File: src/rtl/pump_cal_pkg.sv
package pump_cal_pkg;
   localparam int MODE_W = 2;

   typedef enum logic [MODE_W-1:0] {
      ARR_X1 = 2'd0,
      ARR_X2 = 2'd1,
      ARR_X4 = 2'd2,
      ARR_X8 = 2'd3
   } arr_mode_e;

   typedef enum logic [1:0] {
      ST_RAMP   = 2'd0,
      ST_SETTLE = 2'd1,
      ST_APPLY  = 2'd2,
      ST_USER   = 2'd3
   } ctl_state_e;
endpackage

File: src/rtl/pump_mode_select.sv
module pump_mode_select #(
   parameter int ADC_W = 10
) (
   input  logic [ADC_W-1:0] code,
   input  logic [ADC_W-1:0] thr_lo,
   input  logic [ADC_W-1:0] thr_mid,
   input  logic [ADC_W-1:0] thr_hi,
   output logic [1:0]       sel
);
   import pump_cal_pkg::*;
   arr_mode_e pick;

   // equality at a boundary falls into the higher-voltage arrangement
   always_comb begin
      if (code >= thr_hi)       pick = ARR_X8;
      else if (code >= thr_mid) pick = ARR_X4;
      else if (code >= thr_lo)  pick = ARR_X2;
      else                      pick = ARR_X1;
   end

   assign sel = pick;
endmodule

File: src/rtl/pump_settle_detect.sv
module pump_settle_detect #(
   parameter int ADC_W   = 10,
   parameter int TOL     = 4,
   parameter int TMO     = 4096,
   parameter bit USE_TOL = 1'b1
) (
   input  logic             clk,
   input  logic             rst_n,
   input  logic             active,
   input  logic             smp_valid,
   input  logic [ADC_W-1:0] smp_code,
   output logic             done
);
   localparam int TMO_W = $clog2(TMO + 1);
   localparam logic [TMO_W-1:0] TMO_C = TMO_W'(TMO);

   logic [TMO_W-1:0] wait_cnt;
   logic             timed_out;
   logic             near;

   assign timed_out = (wait_cnt >= TMO_C);

   always_ff @(posedge clk or negedge rst_n) begin
      if (!rst_n)          wait_cnt <= '0;
      else if (!active)    wait_cnt <= '0;
      else if (!timed_out) wait_cnt <= wait_cnt + 1'b1;
   end

   generate
      if (USE_TOL) begin : g_tol
         localparam logic [ADC_W-1:0] TOL_C = ADC_W'(TOL);
         logic [ADC_W-1:0] prev;
         logic [ADC_W-1:0] gap;
         logic             have_prev;

         always_ff @(posedge clk or negedge rst_n) begin
            if (!rst_n) begin
               prev      <= '0;
               have_prev <= 1'b0;
            end else if (!active) begin
               have_prev <= 1'b0;
            end else if (smp_valid) begin
               prev      <= smp_code;
               have_prev <= 1'b1;
            end
         end

         always_comb gap = (smp_code >= prev) ? (smp_code - prev) : (prev - smp_code);
         assign near = have_prev && (gap <= TOL_C);
      end else begin : g_tmo_only
         logic unused_code;
         assign unused_code = ^smp_code;
         assign near = 1'b0;
      end
   endgenerate

   assign done = active && smp_valid && (near || timed_out);
endmodule

File: src/rtl/pump_switch_decode.sv
module pump_switch_decode #(
   parameter int UNITS = 8
) (
   input  logic [1:0]       mode,
   output logic [UNITS-1:0] ser_en,
   output logic [UNITS-1:0] par_en
);
   localparam int IDX_W = $clog2(UNITS);

   logic [IDX_W:0] chain_len;
   logic [IDX_W:0] pos_mask;

   assign chain_len = (IDX_W + 1)'(UNITS) >> mode;
   assign pos_mask  = chain_len - 1'b1;

   generate
      for (genvar u = 0; u < UNITS; u++) begin : g_unit
         localparam logic [IDX_W:0] NEXT = (IDX_W + 1)'(u + 1);
         assign ser_en[u] = ((NEXT & pos_mask) != '0);
         assign par_en[u] = ~ser_en[u];
      end
   endgenerate
endmodule

File: src/rtl/pump_cal_ctrl.sv
module pump_cal_ctrl #(
   parameter int ADC_W        = 10,
   parameter int UNITS        = 8,
   parameter int VPP_TGT      = 767,
   parameter int SETTLE_TOL   = 4,
   parameter int SETTLE_MAX   = 4096,
   parameter int RECAL_PERIOD = 1000000,
   parameter bit USE_TOL      = 1'b1
) (
   input  logic             clk,
   input  logic             rst_n,
   input  logic [ADC_W-1:0] vpp_code,
   input  logic [ADC_W-1:0] thr_lo,
   input  logic [ADC_W-1:0] thr_mid,
   input  logic [ADC_W-1:0] thr_hi,
   input  logic             cal_req,
   output logic             adc_req,
   input  logic             adc_valid,
   input  logic [ADC_W-1:0] adc_code,
   output logic             osc_en,
   output logic [1:0]       mode,
   output logic [UNITS-1:0] ser_en,
   output logic [UNITS-1:0] par_en
);
   import pump_cal_pkg::*;

   localparam int PER_W = (RECAL_PERIOD > 2) ? $clog2(RECAL_PERIOD) : 1;
   localparam logic [PER_W-1:0] PER_LAST = PER_W'(RECAL_PERIOD - 1);
   localparam logic [ADC_W-1:0] TGT_C    = ADC_W'(VPP_TGT);

   generate
      if (ADC_W < 4) begin : g_bad_adc
         $error("ADC_W must be at least 4");
      end
      if ((UNITS % 8) != 0 || (UNITS & (UNITS - 1)) != 0) begin : g_bad_units
         $error("UNITS must be a power of two and at least 8");
      end
      if (VPP_TGT >= (1 << ADC_W) || VPP_TGT < 1) begin : g_bad_tgt
         $error("VPP_TGT must fit in ADC_W bits");
      end
      if (SETTLE_TOL >= (1 << ADC_W)) begin : g_bad_tol
         $error("SETTLE_TOL must fit in ADC_W bits");
      end
      if (SETTLE_MAX < 1 || RECAL_PERIOD < 2) begin : g_bad_time
         $error("SETTLE_MAX >= 1 and RECAL_PERIOD >= 2 required");
      end
   endgenerate

   ctl_state_e       st;
   arr_mode_e        mode_q;
   arr_mode_e        pend_q;
   logic [PER_W-1:0] per_cnt;
   logic [ADC_W-1:0] lo_q, mid_q, hi_q;
   logic [1:0]       sel_raw;
   logic             settle_done;
   logic             settling;

   // thresholds are loaded only while reset is held
   always_ff @(posedge clk) begin
      if (!rst_n) begin
         lo_q  <= thr_lo;
         mid_q <= thr_mid;
         hi_q  <= thr_hi;
      end
   end

   assign settling = (st == ST_SETTLE);

   pump_settle_detect #(
      .ADC_W  (ADC_W),
      .TOL    (SETTLE_TOL),
      .TMO    (SETTLE_MAX),
      .USE_TOL(USE_TOL)
   ) settle_i (
      .clk      (clk),
      .rst_n    (rst_n),
      .active   (settling),
      .smp_valid(adc_valid),
      .smp_code (adc_code),
      .done     (settle_done)
   );

   pump_mode_select #(.ADC_W(ADC_W)) pick_i (
      .code   (adc_code),
      .thr_lo (lo_q),
      .thr_mid(mid_q),
      .thr_hi (hi_q),
      .sel    (sel_raw)
   );

   always_ff @(posedge clk or negedge rst_n) begin
      if (!rst_n) begin
         st      <= ST_RAMP;
         mode_q  <= ARR_X1;
         pend_q  <= ARR_X1;
         per_cnt <= '0;
      end else begin
         unique case (st)
            ST_RAMP: begin
               if (vpp_code >= TGT_C) st <= ST_SETTLE;
            end
            ST_SETTLE: begin
               if (settle_done) begin
                  pend_q <= arr_mode_e'(sel_raw);
                  st     <= ST_APPLY;
               end
            end
            ST_APPLY: begin
               // oscillator is still stopped here: safe point to swap switches
               mode_q  <= pend_q;
               per_cnt <= '0;
               st      <= ST_USER;
            end
            ST_USER: begin
               if (cal_req || per_cnt == PER_LAST) st <= ST_SETTLE;
               else                                per_cnt <= per_cnt + 1'b1;
            end
            default: st <= ST_RAMP;
         endcase
      end
   end

   assign osc_en  = (st == ST_RAMP) || (st == ST_USER);
   assign adc_req = settling;
   assign mode    = mode_q;

   pump_switch_decode #(.UNITS(UNITS)) dec_i (
      .mode  (mode_q),
      .ser_en(ser_en),
      .par_en(par_en)
   );
endmodule

File: config.mk
export PLATFORM = sky130hd
export DESIGN_NAME = pump_cal_ctrl
export DESIGN_NICKNAME = d
export VERILOG_FILES = /design/src/rtl/pump_cal_pkg.sv /design/src/rtl/pump_mode_select.sv /design/src/rtl/pump_settle_detect.sv /design/src/rtl/pump_switch_decode.sv /design/src/rtl/pump_cal_ctrl.sv
export SDC_FILE = /design/constraint.sdc
export NUM_CORES = 1
export LEC_CHECK = 0
export ABC_AREA = 1
export BUFFER_PORTS_ARGS = -buffer_cell sky130_fd_sc_hd__buf_2
export CAP_MARGIN = 20
export CORE_UTILIZATION = 41
export DETAILED_ROUTE_END_ITERATION = 8
export PLACE_DENSITY = 0.71
export SLEW_MARGIN = 5
export SYNTH_ARGS = -nofsm -noshare
export SYNTH_HDL_FRONTEND = slang
export SYNTH_SLANG_ARGS = --single-unit
File: constraint.sdc
create_clock -name clk -period 6.78 [get_ports clk]
set_clock_uncertainty 0.2 [all_clocks]
set_input_delay 0.678 -clock clk [delete_from_list [all_inputs] [get_ports clk]]
set_output_delay 0.678 -clock clk [all_outputs]
set_load 0.01 [all_outputs]
Word-level counts from Yosys, hierarchy flattened
Index checks and enable logic that the tools add are counted.

cells by class
  $add $sub $neg = 5
  $lt $le $gt $ge = 7
  eq/ne operators = 10
  shift-type cells = 1
  muxes and demuxes = 14
  bitwise operators = 8
  reductions and logical operators = 16

operators with widths
  cell                                                             number
  greater-or-equal comparator 10 bit                               4
  case mux 20 bit (2 select lines)                                 1
  2-to-1 mux 13 bit                                                2
  adder 20 x 1 -> 20 bit, second input constant                    1
  equality test 20 bit, second input constant                      1
  2-to-1 mux 20 bit                                                1
  subtractor 10 bit                                                2
  nonzero test 4 bit                                               4
  adder 13 x 1 -> 13 bit, second input constant                    1
  greater-or-equal comparator 13 bit, second input constant        1
  inequality test 2 bit, second input constant                     6
  greater-or-equal comparator 10 bit, second input constant        1
  less-or-equal comparator 10 x 3 -> 1 bit, second input constant  1
  2-to-1 mux 10 bit                                                1
  2-to-1 mux 2 bit                                                 5
  NOT 1 bit                                                        8
  case mux 2 bit (4 select lines)                                  1
  AND reduction 2 bit                                              3
  equality test 2 bit, second input constant                       2
  right shift 4 x 2 -> 4 bit, first input constant                 1
  subtractor 4 x 1 -> 4 bit, second input constant                 1
  logical AND 1 bit                                                3
  logical OR 1 bit                                                 3
  2-to-1 mux 1 bit                                                 3
  other kinds (4)                                                  4

storage, ports and cells
  register bits after elaboration = 80
  bits of input ports = 54
  output and inout bits = 20
  logic and storage cells = 71

Longest topological paths before layout
Gate-level depths: netlist of the first run.

  depth in word-level cells = 8
  depth in mapped cells = 22
  mapped depth without buffers = 21

By module
Synthesis of the first run repeated with hierarchy kept, for this count alone.

unflattened totals
  cells, all modules = 794
  area, all modules = 5,726.7 µm²

modules (own cells, without submodules)
  module              times used  cells an instance  area each (µm²)  sequential area each (µm²)
  pump_cal_ctrl       1           297                2,693.8          1,551.5
  pump_settle_detect  1           345                2,125.8          600.6
  pump_mode_select    1           133                809.5            0.0
  pump_switch_decode  1           19                 97.6             0.0

Worst setup path after synthesis of the first run
Ideal clock, no wire load.

  kind = input to register
  from = in adc_code[5]
  to = reg st[0]
  library setup time = 0.117 ns
  data arrival time = 2.349 ns
  required time = 6.463 ns
  setup slack = 4.114 ns
  stages on the path = 16
  path buffers = 0
  cells stage by stage = inv_1 > ha_1 > a21oi_1 > nand3_2 > a21oi_2 > nand2_1 > nand2_1 > nand3_1 > nor2_1 > nand2_1 > nand2_2 > nand2_4 > nand2_4 > nand2_2 > nand2_1 > nand2_1

between the ends
  word-level cells in the longest chain between the ends = 8
  elaborated cells on any way between the ends = 10
  those cells by class = 2 x add/sub; 2 x order compare; 1 x eq/ne; 1 x mux; 4 x reduce/logical

RTL lines
  element                                                                  RTL line                  source
  start: declaration                                                       pump_cal_ctrl.sv:19       input logic [ADC_W-1:0] adc_code,
  subtractor 10 bit or greater-or-equal comparator 10 bit (tied branches)  pump_settle_detect.sv:48  always_comb gap = (smp_code >= prev) ? (smp_code - prev) : (prev - smp_code);
  2-to-1 mux 10 bit *                                                      pump_settle_detect.sv:48
  less-or-equal comparator 10 x 3 -> 1 bit *                               pump_settle_detect.sv:49  assign near = have_prev && (gap <= TOL_C);
  logical AND 1 bit *                                                      pump_settle_detect.sv:49
  logical OR 1 bit *                                                       pump_settle_detect.sv:57  assign done = active && smp_valid && (near || timed_out);
  logical AND 1 bit *                                                      pump_settle_detect.sv:57
  inequality test 2 bit (no line) *                                        -
  AND reduction 3 bit (no line) *                                          -
  end signal: assignment                                                   pump_cal_ctrl.sv:93       st <= ST_RAMP;
  end signal: assignment                                                   pump_cal_ctrl.sv:100      if (vpp_code >= TGT_C) st <= ST_SETTLE;
  end signal: assignment                                                   pump_cal_ctrl.sv:105      st <= ST_APPLY;
  end: declaration                                                         pump_cal_ctrl.sv:49       ctl_state_e st;

Every way passes the cells marked *; elsewhere a longest branch is shown, timed or not.
A chain may end at the register's enable or synchronous reset.

Worst setup path in the final report of the first run
Same ends and word-level chain as after synthesis.

==> results.md, run 1 <==
Outcome:
- The flow ran to the end, and the final reports show no timing, DRC or antenna violations.

Yosys:
- Among all flip-flop cells after synthesis, the most frequent one is sky130_fd_sc_hd__dfrtp_1.
- The Yosys warning count is 0.
- In the post-synthesis netlist, the biggest area contributors are sky130_fd_sc_hd__dfrtp_1, sky130_fd_sc_hd__edfxtp_1, sky130_fd_sc_hd__nand2_1, sky130_fd_sc_hd__ha_1, sky130_fd_sc_hd__inv_1.
- The number of distinct library cell variants in the gate-level netlist after synthesis is 36.
- In this run the cell area of the synthesized design comes to 5549 um^2.
- Sorting the synthesized cells by how often they occur yields sky130_fd_sc_hd__nand2_1, sky130_fd_sc_hd__inv_1, sky130_fd_sc_hd__ha_1, sky130_fd_sc_hd__dfrtp_1, sky130_fd_sc_hd__nor2_1.
- The net count after synthesis is 836.
- The largest total area in the synthesized netlist belongs to sky130_fd_sc_hd__dfrtp_1.
- The per-instance average area after synthesis is around 7.7 um^2.
- The share of the Yosys chip area taken by registers is 0.3878.
- After synthesis the netlist holds a flip-flop and latch count of 80.
- The share of flip-flops with an asynchronous set or reset is 0.6250.
- The number of cells produced by synthesis is just over 700.
- The number of flops mapped to enable cells by yosys is 30.
- The most repeated cell in the gate-level netlist after synthesis is sky130_fd_sc_hd__nand2_1.
- Of the post-synthesis cell area, the dominant cell type holds 0.2255.

Clock network:
- The number of buffers between clock root and the deepest sink is 2.
- The H-tree was split into 3 levels.
- The tree is rooted in a sky130_fd_sc_hd__clkbuf_16.
- In this run, CTS created clock tree buffers numbering 9.
- TritonCTS built the clock tree.
- The later pin in the worst-skew pair is clocked with a latency of 340 ps.
- For this design, the sink count on the clock tree is 80.
- For this design, the CTS-stage hold fixing added 0 buffers.
- The post-CTS setup-driven buffer insertion count is 0.
- The post-CTS clock slew at the launch and capture registers of the worst setup and hold paths is approximately 60 ps.
- The post-CTS resize count is 0.

Detailed routing:
- The number of nets still failing antenna checks after routing is 0.
- Before antenna repair, the detailed router went through 5 iterations.
- The via count of the routed design is between 4,000 and 5,000.
- For this run, design rule violations remaining after detail routing come to 0.
- The detail-routed net length per standard cell is about 12 um.
- The number of DRC markers in iteration 0 is 279.
- The ratio of routed vias to standard cells is 4.892.
- The final routed wirelength across all metal layers is 11,390 um.

STA:
- The final count of pins violating max slew is 0.
- The setup violation total in the final timing report is 0.
- In this run the tightest slew margin relative to its limit is 0.5544.
- In the finished design, the share of the clock period the worst path needs comes to 0.4163.
- The minimum hold slack is 257.2 ps.
- Setup repair after global routing left no endpoint under its margin.
- In the post-route analysis, the smallest setup slack over all paths is 3958 ps.
- Summed over all failing endpoints, the final setup total negative slack is 0 ps.
- Static timing analysis puts the maximum clock frequency at around 350 MHz.
- The time the worst path needs with I/O delays and setup is roughly 2800 ps.
- The pin slew with the least headroom to its limit is 668.4 ps.
- The number of hold violations in the final report is 0.

Critical path:
- The required time at the endpoint of the critical path is 6800 ps.
- The worst setup path is captured at a flip-flop.
- The cell seen most often among critical-path stages is sky130_fd_sc_hd__nand2_1.
- The library cell contributing the largest single delay on the critical path is sky130_fd_sc_hd__ha_1.
- The critical path goes through buf_2 > inv_1 > ha_1 > a21oi_1 > nand3_2 > a21oi_2 > nand2_1 > nand2_1 > nand3_1 > nor2_1 > nand2_1 > nand2_2 > nand2_4 > nand2_4 > nand2_2 > nand2_1 > nand2_1.
- In this design, the stage delay of the slowest critical-path cell is ~400 ps.
- The worst setup path is launched from an input pin.
- Along the worst path, the maximum fanout reaches 7.
- The arrival time of data at the critical path endpoint is between 2000 and 3000 ps.
- The critical path is of the input pin to flip-flop type.

Flow run:
- The number of violations of the max-capacitance limit is 0.

Power:
- Of the total power, registers draw 0.320.
- Internal power comes to around 1200 uW.
- Of the total power, the clock network draws 0.244.
- The power per unit of standard cell area is 309.4 nW/um^2.
- The leakage power is around 0.0032 uW.
- IR analysis of the VDD net gives a maximum drop of 0.1688 mV.
- Of the total power, combinational logic draws 0.437.
- The fraction of power spent switching nets is 0.4116.
- The power dissipated by switching net loads is 806.1 uW.

Cells and area:
- In the final layout, the share of cells above drive strength 1 is 0.1280.
- The fill cell instance count of the final layout is between 1,000 and 1,500.
- The share of the core filled with cells is 0.4780.
- The number of antenna repair diodes is 0.
- The net count reported at finish is 903.
- The area occupied by registers is 2152 um^2.
- The multi-input combinational cells in the finished layout cover a total of roughly 2800 um^2.
- Compared with the post-synthesis result, the final layout area differs by 14.07%.

Die:
- During I/O placement, the number of pins put on the boundary was 74.
- The die height is 118.3 um.
- The placeable core region is 13,240 um^2.
- The row count is 42.
- The die covers 14,000 um^2.
- Measured along the x axis, the die boundary spans 118.3 um.
- The initial utilization of the core area, before any placement, comes to 0.4190.

Global route:
- The via count of the first global-routing pass is 4,393.
- For this run the aggregate overflow at the end of global routing stands at 0.
- The wire length of the first global-routing pass is between 15,000 and 20,000 um.
- The initial antenna violation count was 0.
- The pin count of the biggest net entering global routing is 52.
- In the global route stage, overall resource usage came out at 0.1734.

Placement:
- The worst setup slack before clock tree synthesis is 3663 ps.
- The number of buffer cells added on primary ports is 71.
- Once detailed placement completed, the half-perimeter wirelength came to 8649 um.
- The placer's final routability congestion estimate is 0.8677.

Worst hold path:
- The worst hold path class is input pin to asynchronous set/reset pin.
## logic make-up after synthesis
logic type	count (synthesis)	synth area share
adders and majority gates	57	0.1285
DFF	80	0.3878
and+or+nand+nor	336	0.2629
AOI/OAI and AO/OA	87	0.09042
buffers and inverters	153	0.1132
xor gates and xnor gates	10	0.01578
other	2	0.001353
## critical path: cells and delay by family
| family | cells | cell delay (ps) |
|---|---|---|
| fa+ha+maj | 1 | 400 |
| buf+inv | 2 | 240 |
| simple gates | 12 | 920 |
| compound gates | 2 | 590 |
## power groups by stage
stage	Clock (uW)	Sequential (uW)	Combinational [uW]
floorplan	0	624	666
global placement	0	635	843
detailed placement	0	636	850
CTS	488	627	855
global route	507	637	985
finish	477	627	855
## registers in the layout (all words and copies together) (netlist names)
register                  cells
settle_i.g_tol.have_prev      1
settle_i.g_tol.prev          10
st                            2
pend_q                        2
mid_q                        10
per_cnt                      20
hi_q                         10
settle_i.wait_cnt            13
lo_q                         10
mode                          2
## final cells by class
| class | instances | share of cell area |
|---|---|---|
| Clock buffer | 10 | 0.03617 |
| Clock inverter | 6 | 0.009290 |
| Inverter | 136 | 0.08065 |
| Multi-Input combinational cell | 492 | 0.4374 |
| Sequential cell | 80 | 0.3400 |
| Tap cell | 176 | 0.03479 |
| Timing Repair Buffer | 73 | 0.06167 |
## cells in the final DEF, fill, tap and decap left out, types with 2 or more instances in the layout
master and instances:
sky130_fd_sc_hd__inv_1 135, sky130_fd_sc_hd__o211ai_1 5, sky130_fd_sc_hd__o21ai_0 27, sky130_fd_sc_hd__a21oi_1 35, sky130_fd_sc_hd__nor2_2 3, sky130_fd_sc_hd__a211oi_1 2, sky130_fd_sc_hd__ha_1 57, sky130_fd_sc_hd__a31oi_1 2
sky130_fd_sc_hd__nand3_1 35, sky130_fd_sc_hd__o2111ai_1 2, sky130_fd_sc_hd__edfxtp_1 30, sky130_fd_sc_hd__buf_2 71, sky130_fd_sc_hd__nor4_1 8, sky130_fd_sc_hd__clkinv_1 2, sky130_fd_sc_hd__nand2_4 2, sky130_fd_sc_hd__nand2_1 194
sky130_fd_sc_hd__o31ai_1 10, sky130_fd_sc_hd__nor2_1 43, sky130_fd_sc_hd__conb_1 2, sky130_fd_sc_hd__dfrtp_1 50, sky130_fd_sc_hd__nand2_2 7, sky130_fd_sc_hd__nand4_1 17, sky130_fd_sc_hd__clkbuf_16 9, sky130_fd_sc_hd__nor3_1 22
sky130_fd_sc_hd__xor2_1 10
## path summary, 6_finish.rpt
kind	startpoint	end	slack, ps	cells after the start
max	adc_code[5]	st[0]	3960	17
min	rst_n	settle_i.wait_cnt[8]	260	2
max reg2reg	settle_i.g_tol.prev[5]	st[0]	4170	15
min reg2reg	settle_i.g_tol.have_prev	settle_i.g_tol.have_prev	280	2
max in group asynchronous	rst_n	settle_i.g_tol.prev[8]	5670	2
min in group clk	settle_i.g_tol.have_prev	settle_i.g_tol.have_prev	280	2
## stage by stage
step,instances,area [um^2],total power [uW]
detailed placement,956,6015,1486
finish,973,6330,1958
global placement,956,6015,1478
CTS,972,6302,1969
global route,973,6330,2130
floorplan,725,5549,1290
## metal layers
metal / vias up / global-route usage / share of wire
met5: - / 0 / 0
met4: 0 / 0.05128 / 0.013
li1: 2482 / - / -
met2: 109 / 0.2967 / 0.47
met3: 11 / 0.03427 / 0.041
met1: 2158 / 0.2204 / 0.48
Note: power is estimated with default switching activity, not from simulation.
==> run 2: changes to the inputs <==
- PLACE_DENSITY: 0.71 -> 0.73
- clock period: 6.78 -> 2.3 ns (I/O delays scaled with it)
==> results.md, run 2 (synthesis gave the netlist of run 1 again) <==
Outcome:
- The flow ran to the end, but the final reports show violations.
- The final reports fail on negative setup slack.

Power:
- The largest voltage drop on the vdd net is 0.5760 mV (+240%).
- The internal power component is 4056 uW (+250%).
- The fraction of power consumed by the clock network is 0.198 (-0.046).
- The sequential share of power is 0.271 (-0.049).
- The relative contribution of combinational cells to total power is 0.532 (+0.095).
- The leakage power is 0.003685 uW (+15%).
- The power dissipated by switching net loads is 2882 uW (+260%).
- The fraction of power spent switching nets came to 0.4154 (+0.003784).
- The power per unit of standard cell area is 927.6 nW/um^2 (+200%).

Clock network:
- The total clock buffers created by CTS is 9 (unchanged).
- The clock sink total is 80 (unchanged).
- The number of buffers between clock root and the deepest sink is 2 (unchanged).
- The TritonCTS clock tree is built.
- The post-CTS clock slew at the launch and capture registers of the worst setup and hold paths was 60 ps (about the same).
- The level count of the clock H-tree is 3 (unchanged).
- The cell at the root of the clock tree is sky130_fd_sc_hd__clkbuf_16.
- The insertion delay of the later-clocked pin in the worst-skew pair is 340 ps (about the same).

Die:
- The die height is 118.3 um (unchanged).
- The placeable core region is 13,240 um^2 (unchanged).
- The effective utilization at floorplan is 0.4190 (unchanged).
- The number of placed I/O pins is 74 (unchanged).
- The die area is 14,000 um^2 (unchanged).
- The die width came to 118.3 um (unchanged).
- The row count was 42 (unchanged).

Detailed routing:
- The via count of the routed design came to 5,216 (+9.6%).
- The ratio of routed vias to standard cells is 4.907 (+0.30%).
- The number of nets still failing antenna checks after routing is 0 (unchanged).
- The post-detailed-route DRC marker count is 0 (unchanged).
- The number of optimization iterations in the first detailed-route pass is 6 (+1).
- The final routed wirelength across all metal layers is 13,850 um (+22%).
- The number of DRC markers in iteration 0 was 247 (-11%).
- The detail-routed net length per standard cell is 13.03 um (+11%).

Cells and area:
- The library cells used most frequently in the layout, excluding fill and tap cells, are sky130_fd_sc_hd__nand2_1, sky130_fd_sc_hd__inv_1, sky130_fd_sc_hd__buf_2.
- Relative to the synthesized area, the layout overhead comes to 34.79%.
- The number of antenna repair diodes is 0 (unchanged).
- The most common cell after layout, fill and taps aside is sky130_fd_sc_hd__nand2_1.
- The register with the most flip-flops in the final layout is per_cnt.
- The fraction of layout instances using a drive strength above 1 is 0.2604 (+0.1324).
- The share of the core filled with cells is 0.5648 (+0.08683).
- The largest registers in the layout are per_cnt: 20 flops, settle_i.wait_cnt: 13 flops.
- The net count reported at finish came to 993 (+10%).
- The fill cell instance count of the final layout is 1,166 (-11%).
- The number of flip-flops in the largest register is 20 (unchanged).

Global route:
- The initial antenna violation count is 0 (unchanged).
- The total global routing overflow is 0 (unchanged).
- The via count of the first global-routing pass is 5,132 (+17%).
- The global router's overall resource usage came to 0.2042 (+0.03084).
- The wire length of the first global-routing pass came to 22,830 um (+18%).
- The pin count of the biggest net entering global routing came to 51 (-1.9%).

Critical path:
- The element type at the critical path start is a flip-flop.
- The kind of end point of the critical path is a flip-flop.
- The required time at the endpoint of the critical path came to 2340 ps (-4460 ps).
- The arrival time of data at the critical path endpoint is 2420 ps (-420 ps).
- The top fanout value on the critical path is 4 (-3).
- The setup path with the least slack is of type flip-flop to flip-flop.

STA:
- The relative slew slack is 0.5644 (+0.009971).
- The final count of pins violating max slew came to 0 (unchanged).
- The setup TNS after final layout was -242.9 ps (-242.9 ps).
- The portion of the clock cycle consumed by the worst path in the final layout is 1.038.
- The setup violation total in the final timing report is 3 (+3).
- For this run, the top clock speed supported by timing is 418.9 MHz.
- The number of hold violations in the final report was 0 (unchanged).
- Setup repair after global routing could not meet its margin everywhere.
- The pin slew with the least headroom to its limit is 653.4 ps (-14.96 ps).
- The worst path setup slack after routing is -87.37 ps (-4045 ps).
- The time the worst path needs with I/O delays and setup is approximately 2400 ps.

Placement:
- The number of buffer cells added on primary ports was 71 (unchanged).
- The worst setup slack before clock tree synthesis is -237.0 ps (-3900 ps).
- The half-perimeter wire length of the detailed placement result is 9539 um (+10%).
- The placer's final routability congestion estimate is 0.8932 (+2.9%).

Worst hold path:
- In this run the worst hold path is classified as input pin to flip-flop.

Flow run:
- The number of violations of the max-capacitance limit came to 0 (unchanged).
-- run 2: path summary, 6_finish.rpt --
path	from	slack (ps)	cells past startpoint	to
worst max-delay path	settle_i.g_tol.prev[4]	-90	20	st[1]
worst min-delay path	cal_req	30	4	per_cnt[0]
worst max register to register	settle_i.g_tol.prev[4]	-90	20	st[1]
worst min register to register	settle_i.wait_cnt[7]	290	1	settle_i.wait_cnt[7]
max in group asynchronous	rst_n	1110	3	settle_i.g_tol.prev[4]
min in group asynchronous	rst_n	340	3	settle_i.wait_cnt[8]
-- run 2: cell type report --
cell class                 instances  area, um^2  share of cell area
clock inverter                     4       27.53            0.003680
clock buffer                      12       256.5             0.03429
tap                              176       220.2             0.02944
timing repair buffer             163        1166              0.1559
inverter                         136       513.0             0.06858
sequential                        80        2152              0.2877
multi-input combinational        492        3144              0.4204
-- run 2: power by group through the flow --
stage / sequential [uW] / combinational [uW] / clock, uW
after global routing: 1910 / 4100 / 1460
after global placement: 1850 / 2900 / 0
after detailed placement: 1860 / 2950 / 0
after CTS: 1870 / 3310 / 1390
after floorplan: 1840 / 1980 / 0
final: 1880 / 3690 / 1370
-- run 2: routing by layer --
layer  track usage  routed length, um  vias up
met2        0.3654               6899      128
met4       0.07372                284        0
met3       0.04151                616       25
met1        0.2403               6046     2410
met5             0                  0        -
li1              -                  -     2653
-- run 2: what timing repair did --
| item | CTS | global route |
|---|---|---|
| hold buffers | 31 | 0 |
| setup buffers | 2 | 10 |
| resized for setup | 45 | 50 |
| endpoints found under the setup margin | 4 | 7 |
| endpoints found under the hold margin | 80 | 0 |
| pin swaps | 10 | 30 |
-- run 2: per-stage QoR --
stage / cells / cell area, um^2 / total power (uW) / hold slack [ps]
after global routing: 1063 / 7480 / 7466 / 44.70
after CTS: 1053 / 7248 / 6573 / 31.28
after global placement: 1004 / 6399 / 4754 / 202.7
after detailed placement: 1004 / 6399 / 4809 / 204.8
after floorplan: 725 / 5560 / 3825 / -265.6
final: 1063 / 7480 / 6938 / 32.14
-- run 2: worst max-delay path: stages, from the launching register on --
cell	delay (ps)
sky130_fd_sc_hd__dfrtp_1	410
sky130_fd_sc_hd__buf_6	130
sky130_fd_sc_hd__inv_4	30
sky130_fd_sc_hd__ha_4	160
sky130_fd_sc_hd__a21oi_4	180
sky130_fd_sc_hd__buf_6	130
sky130_fd_sc_hd__nor2_2	30
sky130_fd_sc_hd__nor2_1	190
sky130_fd_sc_hd__nand2_1	70
sky130_fd_sc_hd__nand2_1	70
sky130_fd_sc_hd__nand2_1	50
sky130_fd_sc_hd__nand2_1	50
sky130_fd_sc_hd__nand2_1	50
sky130_fd_sc_hd__nor2_2	90
sky130_fd_sc_hd__nand2_1	60
sky130_fd_sc_hd__nand2_2	90
sky130_fd_sc_hd__nand2_4	70
sky130_fd_sc_hd__nand2_4	70
sky130_fd_sc_hd__nand2_2	50
sky130_fd_sc_hd__nand2_1	60
sky130_fd_sc_hd__nand2_1	50
